===== src/rtl/ebsu_pkg.sv =====
package ebsu_pkg;

  typedef enum logic [1:0] {
    SZ_BYTE = 2'd0,
    SZ_WORD = 2'd1,
    SZ_LONG = 2'd2
  } acc_size_t;

  // Bytes carried by a request of the given size code (code 3 treated as longword).
  function automatic logic [2:0] size_bytes(input logic [1:0] sz);
    if (sz[1])      return 3'd4;
    else if (sz[0]) return 3'd2;
    else            return 3'd1;
  endfunction

  // External cycles needed for a size on a bus of 1 or 2 bytes.
  function automatic logic [2:0] beat_count(input logic [1:0] sz, input logic wide);
    logic [2:0] nb;
    nb = size_bytes(sz);
    if (nb <= (wide ? 3'd2 : 3'd1)) return 3'd1;
    return wide ? (nb >> 1) : nb;
  endfunction

  // Significance index (0 = least significant) of the byte at memory offset offs.
  function automatic logic [1:0] sig_index(input logic [1:0] offs, input logic [2:0] nb,
                                           input logic le);
    logic [2:0] mirrored;
    mirrored = nb - 3'd1 - {1'b0, offs};
    return le ? offs : mirrored[1:0];
  endfunction

endpackage


===== src/rtl/ebsu_cfg_regs.sv =====
module ebsu_cfg_regs #(
  parameter int NUM_AREAS = 8,
  parameter int AREA_W    = $clog2(NUM_AREAS)
) (
  input  logic              clk,
  input  logic              rst_n,
  input  logic              boot_ext,
  input  logic              init_wide,
  input  logic              cfg_we,
  input  logic [AREA_W-1:0] cfg_addr,
  input  logic [1:0]        cfg_wdata,
  output logic [1:0]        cfg_rdata,
  input  logic [AREA_W-1:0] sel_area,
  output logic              sel_wide,
  output logic              sel_le
);

  logic                 mode_ext_q;
  logic [NUM_AREAS-1:0] wide_vec;
  logic [NUM_AREAS-1:0] le_vec;
  logic                 area0_wr_hit;
  logic                 area0_locked;

  always_ff @(posedge clk) begin
    if (!rst_n) mode_ext_q <= boot_ext;
  end

  assign area0_wr_hit = cfg_we && (cfg_addr == '0);
  assign area0_locked = mode_ext_q;

  for (genvar i = 0; i < NUM_AREAS; i++) begin : g_area
    logic wr_hit;
    logic wide_q;
    assign wr_hit = cfg_we && (cfg_addr == AREA_W'(i));
    if (i == 0) begin : g_boot_area
      // Width only, and only when not locked; byte order pinned to big endian.
      always_ff @(posedge clk) begin
        if (!rst_n)                       wide_q <= init_wide;
        else if (wr_hit && !area0_locked) wide_q <= cfg_wdata[0];
      end
      assign le_vec[i] = 1'b0;
    end else begin : g_free_area
      logic le_q;
      always_ff @(posedge clk) begin
        if (!rst_n) begin
          wide_q <= init_wide;
          le_q   <= 1'b0;
        end else if (wr_hit) begin
          wide_q <= cfg_wdata[0];
          le_q   <= cfg_wdata[1];
        end
      end
      assign le_vec[i] = le_q;
    end
    assign wide_vec[i] = wide_q;
  end

  assign cfg_rdata = {le_vec[cfg_addr], wide_vec[cfg_addr]};
  assign sel_wide  = wide_vec[sel_area];
  assign sel_le    = le_vec[sel_area];

  assert_area0_lock_R2: assert property (@(posedge clk) disable iff (!rst_n)
    (area0_wr_hit && area0_locked) |=> $stable(wide_vec[0]));

  assert_cfg_width_R3: assert property (@(posedge clk) disable iff (!rst_n)
    (cfg_we && cfg_addr != '0) |=> (wide_vec[$past(cfg_addr)] == $past(cfg_wdata[0])));

  assert_cfg_order_R3: assert property (@(posedge clk) disable iff (!rst_n)
    (cfg_we && cfg_addr != '0) |=> (le_vec[$past(cfg_addr)] == $past(cfg_wdata[1])));

endmodule


===== src/rtl/ebsu_seq.sv =====
module ebsu_seq
  import ebsu_pkg::*;
#(
  parameter int ADDR_W = 26
) (
  input  logic              clk,
  input  logic              rst_n,
  input  logic              req_valid,
  input  logic [ADDR_W-1:0] req_addr,
  input  logic [1:0]        req_size,
  input  logic              req_write,
  input  logic [31:0]       req_wdata,
  input  logic              sel_wide,
  input  logic              sel_le,
  output logic              busy,
  output logic              done,
  output logic [31:0]       rdata,
  output logic              ext_valid,
  output logic [ADDR_W-1:0] ext_addr,
  output logic              ext_write,
  output logic              ext_wide,
  output logic [15:0]       ext_wdata,
  input  logic [15:0]       ext_rdata
);

  logic              busy_q, done_q, wr_q, wide_q, le_q;
  logic [ADDR_W-1:0] base_q;
  logic [1:0]        size_q;
  logic [31:0]       wdata_q, acc_q;
  logic [1:0]        beat_q;
  logic [2:0]        beats_q;

  // Named events used by the sequencing logic and its assertions.
  logic              accept;
  logic              beat_last;
  logic [2:0]        nb;
  logic [1:0]        lane_en;
  logic [1:0]        lane_sig [2];

  assign accept    = req_valid && !busy_q;
  assign beat_last = busy_q && (({1'b0, beat_q} + 3'd1) == beats_q);
  assign nb        = size_bytes(size_q);

  always_comb begin
    for (int l = 0; l < 2; l++) begin
      logic [1:0] offs;
      offs        = wide_q ? {beat_q[0], l[0]} : beat_q;
      lane_en[l]  = (l == 0) || (wide_q && nb > 3'd1);
      lane_sig[l] = sig_index(offs, nb, le_q);
    end
  end

  always_comb begin
    ext_wdata = '0;
    for (int l = 0; l < 2; l++) begin
      if (lane_en[l] && wr_q) ext_wdata[8*l +: 8] = wdata_q[8*lane_sig[l] +: 8];
    end
  end

  assign ext_valid = busy_q;
  assign ext_write = wr_q;
  assign ext_wide  = wide_q;
  assign ext_addr  = base_q + (wide_q ? ADDR_W'({beat_q, 1'b0}) : ADDR_W'(beat_q));
  assign busy      = busy_q;
  assign done      = done_q;
  assign rdata     = acc_q;

  always_ff @(posedge clk) begin
    if (!rst_n) begin
      busy_q  <= 1'b0;
      done_q  <= 1'b0;
      wr_q    <= 1'b0;
      wide_q  <= 1'b0;
      le_q    <= 1'b0;
      base_q  <= '0;
      size_q  <= '0;
      wdata_q <= '0;
      acc_q   <= '0;
      beat_q  <= '0;
      beats_q <= 3'd1;
    end else begin
      done_q <= 1'b0;
      if (accept) begin
        busy_q  <= 1'b1;
        base_q  <= req_addr;
        size_q  <= req_size;
        wr_q    <= req_write;
        wdata_q <= req_wdata;
        wide_q  <= sel_wide;
        le_q    <= sel_le;
        beat_q  <= '0;
        beats_q <= beat_count(req_size, sel_wide);
        acc_q   <= '0;
      end else if (busy_q) begin
        if (!wr_q) begin
          for (int l = 0; l < 2; l++) begin
            if (lane_en[l]) acc_q[8*lane_sig[l] +: 8] <= ext_rdata[8*l +: 8];
          end
        end
        if (beat_last) begin
          busy_q <= 1'b0;
          done_q <= 1'b1;
        end else begin
          beat_q <= beat_q + 2'd1;
        end
      end
    end
  end

  assert_beat_bound_R4: assert property (@(posedge clk) disable iff (!rst_n)
    busy_q |-> ({1'b0, beat_q} < beats_q));

  assert_addr_step_R5: assert property (@(posedge clk) disable iff (!rst_n)
    (busy_q && $past(busy_q) && beat_q != 2'd0) |->
      (ext_addr == $past(ext_addr) + (wide_q ? ADDR_W'(2) : ADDR_W'(1))));

  assert_done_single_R8: assert property (@(posedge clk) disable iff (!rst_n)
    done_q |=> !done_q);

  assert_busy_hold_R9: assert property (@(posedge clk) disable iff (!rst_n)
    (busy_q && !beat_last) |=> busy_q);

  assert_done_idle_R9: assert property (@(posedge clk) disable iff (!rst_n)
    done_q |-> !busy_q);

  assert_settings_held_R10: assert property (@(posedge clk) disable iff (!rst_n)
    (busy_q && $past(busy_q)) |-> ($stable(wide_q) && $stable(le_q)));

endmodule


===== src/rtl/ext_bus_sizer.sv =====
module ext_bus_sizer #(
  parameter int NUM_AREAS = 8,
  parameter int ADDR_W    = 26,
  localparam int AREA_W   = $clog2(NUM_AREAS)
) (
  input  logic              clk,
  input  logic              rst_n,
  input  logic              boot_ext,
  input  logic              init_wide,
  input  logic              cfg_we,
  input  logic [AREA_W-1:0] cfg_addr,
  input  logic [1:0]        cfg_wdata,
  output logic [1:0]        cfg_rdata,
  input  logic              req_valid,
  input  logic [AREA_W-1:0] req_area,
  input  logic [ADDR_W-1:0] req_addr,
  input  logic [1:0]        req_size,
  input  logic              req_write,
  input  logic [31:0]       req_wdata,
  output logic              busy,
  output logic              done,
  output logic [31:0]       rdata,
  output logic              ext_valid,
  output logic [ADDR_W-1:0] ext_addr,
  output logic              ext_write,
  output logic              ext_wide,
  output logic [15:0]       ext_wdata,
  input  logic [15:0]       ext_rdata
);

  logic sel_wide, sel_le;

  ebsu_cfg_regs #(.NUM_AREAS(NUM_AREAS), .AREA_W(AREA_W)) u_cfg (
    .clk       (clk),
    .rst_n     (rst_n),
    .boot_ext  (boot_ext),
    .init_wide (init_wide),
    .cfg_we    (cfg_we),
    .cfg_addr  (cfg_addr),
    .cfg_wdata (cfg_wdata),
    .cfg_rdata (cfg_rdata),
    .sel_area  (req_area),
    .sel_wide  (sel_wide),
    .sel_le    (sel_le)
  );

  ebsu_seq #(.ADDR_W(ADDR_W)) u_seq (
    .clk       (clk),
    .rst_n     (rst_n),
    .req_valid (req_valid),
    .req_addr  (req_addr),
    .req_size  (req_size),
    .req_write (req_write),
    .req_wdata (req_wdata),
    .sel_wide  (sel_wide),
    .sel_le    (sel_le),
    .busy      (busy),
    .done      (done),
    .rdata     (rdata),
    .ext_valid (ext_valid),
    .ext_addr  (ext_addr),
    .ext_write (ext_write),
    .ext_wide  (ext_wide),
    .ext_wdata (ext_wdata),
    .ext_rdata (ext_rdata)
  );

endmodule


===== config.mk =====
export PLATFORM = sky130hd
export DESIGN_NAME = ext_bus_sizer
export DESIGN_NICKNAME = d
export VERILOG_FILES = /design/src/rtl/ebsu_pkg.sv /design/src/rtl/ebsu_cfg_regs.sv /design/src/rtl/ebsu_seq.sv /design/src/rtl/ext_bus_sizer.sv
export SDC_FILE = /design/constraint.sdc
export NUM_CORES = 1
export LEC_CHECK = 0
export BUFFER_PORTS_ARGS = -buffer_cell sky130_fd_sc_hd__buf_4
export CORE_MARGIN = 3
export CORE_UTILIZATION = 25
export DETAILED_ROUTE_END_ITERATION = 10
export GPL_TIMING_DRIVEN = 1
export PLACE_DENSITY = 0.51
export SLEW_MARGIN = 20
export SYNTH_ARGS = -nofsm -noshare
export SYNTH_HDL_FRONTEND = slang
export SYNTH_HIERARCHICAL = 1
export SYNTH_SLANG_ARGS = --single-unit

===== constraint.sdc =====
create_clock -name clk -period 2.9 [get_ports clk]
set_input_delay 0.29 -clock clk [delete_from_list [all_inputs] [get_ports clk]]
set_output_delay 0.29 -clock clk [all_outputs]
set_load 0.02 [all_outputs]

== Word-level counts from Yosys, hierarchy flattened ==
Cells that the tools add are included.
Operators by class
  order comparisons: 4
  shift-type cells: 6
  bitwise operators: 4
  multiplexer cells: 55
  add/sub/neg operators: 8
  reduce and logical (&&, ||, !) cells: 20
  equality and inequality tests: 16
Operator list (count)
  $mux W32: 5
  $neg A5 Y34: 2
  $shift A8 B34 Y32 const A: 2
  $shiftx A8 B34 Y32: 2
  $bwmux W32: 2
  $shiftx A32 B6 Y8: 2
  $mux W1: 27
  $add A26 B26 Y26: 1
  $mux W3: 8
  $mux W8: 2
  $ne A2 B1 Y1 const B: 8
  $mux W2: 7
  $logic_and A1 B1 Y1: 13
  $bmux W1 S3: 4
  $eq A3 B3 Y1 const B: 4
  $lt A3 B4 Y1 const B: 2
  $eq A3 B2 Y1 const B: 2
  $not A1 Y1: 4
  $reduce_and A2 Y1: 2
  $sub A2 B2 Y2: 2
  $add A2 B1 Y3 const B: 1
  $eq A3 B1 Y1 const B: 1
  $eq A3 B3 Y1: 1
  $gt A3 B1 Y1 const B: 1
  7 further kinds: 8
Word-level totals
  logic and storage cells: 140
  output and inout bits: 81
  bits of input ports: 91
  bits in registers: 118

== Logic depth before layout (Yosys ltp) ==
  depth after elaboration: 14
  gate-level depth with buffers: 14
  gate-level depth less buffers: 13

== Hierarchy ==
Netlist, hierarchy kept.
Modules (own cells, without submodules)
  ebsu_seq: instances 1, cells each 539, seq. area each 2042.0 sq um, area an instance 5252.5 sq um
  ebsu_cfg_regs: instances 1, cells each 80, seq. area each 410.4 sq um, area an instance 903.4 sq um

== Worst setup path before layout ==
OpenSTA, ideal clock, no wires.
  path kind: flip-flop to flip-flop
  start: register u_seq.wide_q, in the netlist u_seq/ext_wide
  end: register u_seq.acc_q[10], in the netlist u_seq/rdata[10]
  setup time: 70 ps
  cell stages (with the launch flop): 14
  required time: 2830 ps
  clock period less this slack: 3169 ps
  setup slack: -269 ps
  arrival: 3098 ps
  cell sequence: dfxtp_1 > nor2b_1 > ha_1 > xnor2_1 > o21a_1 > nor2_4 > inv_2 > buf_4 > ha_1 > nand2b_1 > a211oi_1 > nand3_1 > a21o_1 > a21oi_1
On the way
  cells in the longest elaborated chain, start to end: 12
  elaborated cells between the ends (all ways): 20
RTL lines
  from (decl): line ebsu_seq.sv:26  | logic busy_q, done_q, wr_q, wide_q, le_q;
  from (signal assigned): line ebsu_seq.sv:89  | wide_q <= sel_wide;
  $mux W2: line ebsu_seq.sv:47  | offs = wide_q ? {beat_q[0], l[0]} : beat_q;
  $sub A2 B2 Y2: line ebsu_pkg.sv:28  | mirrored = nb - 3'd1 - {1'b0, offs};
  $mux W2: line ebsu_pkg.sv:29  | return le ? offs : mirrored[1:0];
  $neg A5 Y34: line ebsu_seq.sv:97  | if (lane_en[l]) acc_q[8*lane_sig[l] +: 8] <= ext_rdata[8*l +: 8];
  $shiftx A8 B34 Y32 / $shift A8 B34 Y32 (equally long branches): line ebsu_seq.sv:97
  $bwmux W32: line ebsu_seq.sv:97
  $mux W32: line ebsu_seq.sv:95  | if (!wr_q) begin
  $mux W32: line ebsu_seq.sv:94  | end else if (busy_q) begin
  $mux W32: line ebsu_seq.sv:83  | if (accept) begin
  $mux W32: line ebsu_seq.sv:69  | if (!rst_n) begin
  $bwmux W32: line ebsu_seq.sv:97
  $mux W32 *: line ebsu_seq.sv:97
  to (signal, indexed assignment): line ebsu_seq.sv:97
  to (decl): line ebsu_seq.sv:29  | logic [31:0] wdata_q, acc_q;
Every way passes the cells marked *; elsewhere a longest branch is shown, timed or not. The select of a mux whose other input is x is not followed.
A chain may end at the register's enable or synchronous reset.

== Worst setup path after layout ==
  start: register u_seq.beat_q[0]
  end: output ext_wdata[14]
On the way
  cells in the longest elaborated chain, start to end: 5
RTL lines
  from (decl): line ebsu_seq.sv:30  | logic [1:0] beat_q;
  from (signal assigned): line ebsu_seq.sv:104  | beat_q <= beat_q + 2'd1;
  $mux W2 *: line ebsu_seq.sv:47
  $sub A2 B2 Y2: line ebsu_pkg.sv:28
  $mux W2 *: line ebsu_pkg.sv:29
  $shiftx A32 B6 Y8 *: line ebsu_seq.sv:56  | if (lane_en[l] && wr_q) ext_wdata[8*l +: 8] = wdata_q[8*lane_sig[l] +: 8];
  $mux W8 *: line ebsu_seq.sv:56
  to (decl): line ext_bus_sizer.sv:27  | output logic [15:0] ext_wdata,
Every way passes the cells marked *; elsewhere a longest branch is shown, timed or not.

==> results.yml <==
power:
  netSwitchingFraction_pct: 29.2
  powerDensity_nw_per_um2: 555
  p_leak_nw: 3.51
  pwr-share-seq_pct: 37.8
  max-vdd-ir-drop_uv: 273
  comb_power_share_pct: 22.3
  total_power_mw: 4.84
  power_frac_clock_pct: 39.9
  power.internal_mw: 3.43
  net-switching-power_mw: 1.41
synthesis:
  ys_seq_elements: 118
  syn-cell-area_sq_um: 6160
  netlist_instances: 619
  ys_warn_count: 6
  synth_edf_count: 9
  synth_common_cells: "109 x dfxtp_1, 62 x a22o_1, 35 x nand2_1"
  post-synth-top-count-cell: "dfxtp_1"
  synthDistinctLibCells: 68
  synth_seq_area_share_pct: 39.8
  synth_ff_type: "dfxtp_1"
  synth_area_leaders: "dfxtp_1 35%, a22o_1 8.8%, mux2i_1 5.0%, edfxtp_1 4.4%, mux4_2 3.7%"
  yosys.area.top_type_share_pct: 35.4
  synthArstFlopShare_pct: 0
  postSynthAreaPerCell_sq_um: 9.94
  syn-num-nets: 723
  yosys.area.top_type: "dfxtp_1"
critical_path:
  r2r_end: "u_seq/rdata[12]"
  slowest_stage: "mux4_2"
  endpoint_kind: "primary output"
  worst-path-buf-inv: 5
  crit_top_cell: "buf_4"
  crit_type: "flip-flop to primary output"
  crit_chain: "buf_4 > mux2i_4 > buf_4 > buf_4 > nor3_4 > nor2b_4 > clkinv_4 > mux4_2 > nor2b_4 > buf_6"
  reg2reg_slack_ns: 0.20
  required_ns: 2.61
  max_stage_delay_ns: 0.50
  crit_cells: 10
  start_kind: "flip-flop"
  reg2reg_depth: 12
  crit_family: "buffers and inverters"
  path_max_fanout: 5
  cp.arrival_ns: 2.50
  r2r-start: "u_seq/ext_wide"
floorplan:
  fp.dieH_microns: 163
  rows: 56
  die_width_microns: 163
  start_util_pct: 25.8
  coreArea_sq_um: 23800
  dieArea_sq_um: 26500
  ios: 172
run_status:
  status: "finished clean"
timing:
  setup_viol: 0
  fin_crit_ns: 2.79
  fin_skew_ns: 0.00750
  worstMarginPinSlew_ns: 0.744
  finalCritPeriodShare_pct: 96.1
  finalHoldViolCount: 0
  slew_viol_final: 0
  max_slew_margin_pct: 50.4
  clock.fmax_mhz: 359
placement:
  dp.cells: 1097
  dp_hpwl_mm: 14.9
  io_buffer_count: 171
  gp_congestion: 0.786
global_route:
  grt_max_degree: 67
  grt_pass1_vias: 5615
  grt_pass1_wl_mm: 31.5
  grtUsageTotal_pct: 15.1
  antenna_found_initial: 0
  grt_overflow: 0
finish:
  n_antenna_cell: 0
  final_cells: 1137
  nFillCells: 2446
  layout-drive-gt1-share_pct: 36.8
  flow.area_growth_from_synthesis_pct: 41.9
  layout.nets: 909
route:
  via_count: 5594
  dr.first_iter.drc_count: 345
  drtPass1Iterations: 5
  wl_per_cell_microns: 17.8
  drc_errors: 0
  antenna_left: 0
  finalWirelength_mm: 20.2
  vias_per_cell: 4.92
clocking:
  clkTransAtPathRegs_ns: 0.05
  cts.sinks: 118
  cts-root-to-sink-buffers: 2
  htree_levels: 4
  cts_hold_buf: 0
  clock_latency_ns: 0.41
  cts_root_buf: "clkbuf_16"
  cts_tree: "built"
  cts_buffers: 17
flow_run:
  maxCapViolations: 0
worst_hold_path:
  worstHoldStart: "boot_ext"
  hold_end: "u_cfg/area0_locked"
  hold_path.class: "input pin to flip-flop"
  whs_path_depth: 1
==> sequential cells by signal, indices dropped and copies added, names as in the netlist, 2 cells and up <==
| register | cells |
|---|---|
| u_seq/beats_q | 3 |
| u_cfg/g_area.g_free_area.le_q | 7 |
| u_seq/rdata | 32 |
| u_seq/base_q | 26 |
| u_seq/size_q | 2 |
| u_seq/wdata_q | 32 |
| u_seq/beat_q | 2 |
| u_cfg/g_area.wide_q | 8 |
==> what timing repair did <==
| item | CTS | global route |
|---|---|---|
| gates resized for setup | 10 | 40 |
| endpoints found under the hold margin | 0 | 0 |
| endpoints found under the setup margin | 22 | 35 |
| buffers inserted | 0 | 8 |
| pin swaps | 0 | 8 |
==> power groups by stage <==
stage               Combinational [mW]  Clock, mW  Sequential (mW)
global placement                  1.00          0             1.86
global route                      1.17       2.07             1.85
CTS                               1.02       1.99             1.83
finish                            1.08       1.93             1.83
detailed placement                1.00          0             1.86
floorplan                        0.618          0             1.85
==> kinds of logic (layout without fill, tap and decap cells) <==
| group | after synthesis | in the layout | share of synthesized area (%) |
|---|---|---|---|
| AOI/OAI and AO/OA | 196 | 196 | 23.3 |
| xor gates and xnor gates | 31 | 31 | 4.41 |
| adders and majority gates | 13 | 13 | 2.76 |
| buffers and inverters | 50 | 249 | 3.66 |
| DFF | 118 | 118 | 39.8 |
| muxes | 49 | 49 | 10.7 |
| and+or+nand+nor | 162 | 162 | 15.3 |
==> area by class of cell <==
class / instances / area, sq um / area share, %
Multi-Input combinational cell: 451 / 3700 / 42.3
Clock inverter: 9 / 50.0 / 0.573
Sequential cell: 118 / 2460 / 28.1
Tap cell: 319 / 399 / 4.57
Clock buffer: 23 / 489 / 5.60
Inverter: 14 / 57.6 / 0.659
Timing Repair Buffer: 203 / 1580 / 18.1
==> cells in the final DEF, fill, tap and decap left out, types with 10 or more instances in the layout <==
cell | netlist | routed
clkbuf_16 | 0 | 18
mux2i_1 | 31 | 30
xor2_1 | 11 | 11
mux4_2 | 10 | 10
a21oi_1 | 14 | 14
xnor2_1 | 20 | 17
buf_4 | 5 | 193
dfxtp_1 | 109 | 107
nand3_1 | 27 | 26
nand2_1 | 35 | 33
a22oi_1 | 23 | 23
a22o_1 | 62 | 62
nor2_1 | 22 | 17
and2_1 | 11 | 10
o21ai_0 | 25 | 25
a21o_1 | 20 | 20
==> metrics by stage <==
stage	utilization, %	cell area (sq um)	hold WS [ns]	setup WS [ns]	setup TNS, ns
after floorplan	-	6180	0.389	0.0431	0
after global placement	33.2	7910	0.456	0.145	0
after detailed placement	33.2	7910	0.456	0.0490	0
after CTS	35.6	8490	0.0329	0.0107	0
after global routing	36.7	8730	0.0367	-0.0157	-0.0398
final	36.7	8730	0.0563	0.113	0
==> worst max-delay path by stage <==
stage | from | endpoint | slack, ns
floorplan | u_seq/beat_q[0] | u_seq/rdata[10] | 0.04
global placement | u_seq/ext_wide | u_seq/rdata[13] | 0.14
detailed placement | u_seq/ext_wide | u_seq/rdata[12] | 0.05
CTS | u_seq/ext_wide | ext_wdata[13] | 0.01
global route | u_seq/ext_wide | ext_wdata[14] | -0.02
finish | u_seq/beat_q[0] | ext_wdata[14] | 0.11
==> metal layers <==
| metal | part of all wire (%) | GRT usage (%) |
|---|---|---|
| met4 | 2.0 | 4.54 |
| met3 | 7.4 | 4.78 |
| met1 | 44 | 20.1 |
| met2 | 47 | 23.5 |
| met5 | 0 | 0 |
(Power assumes the default switching activity.)
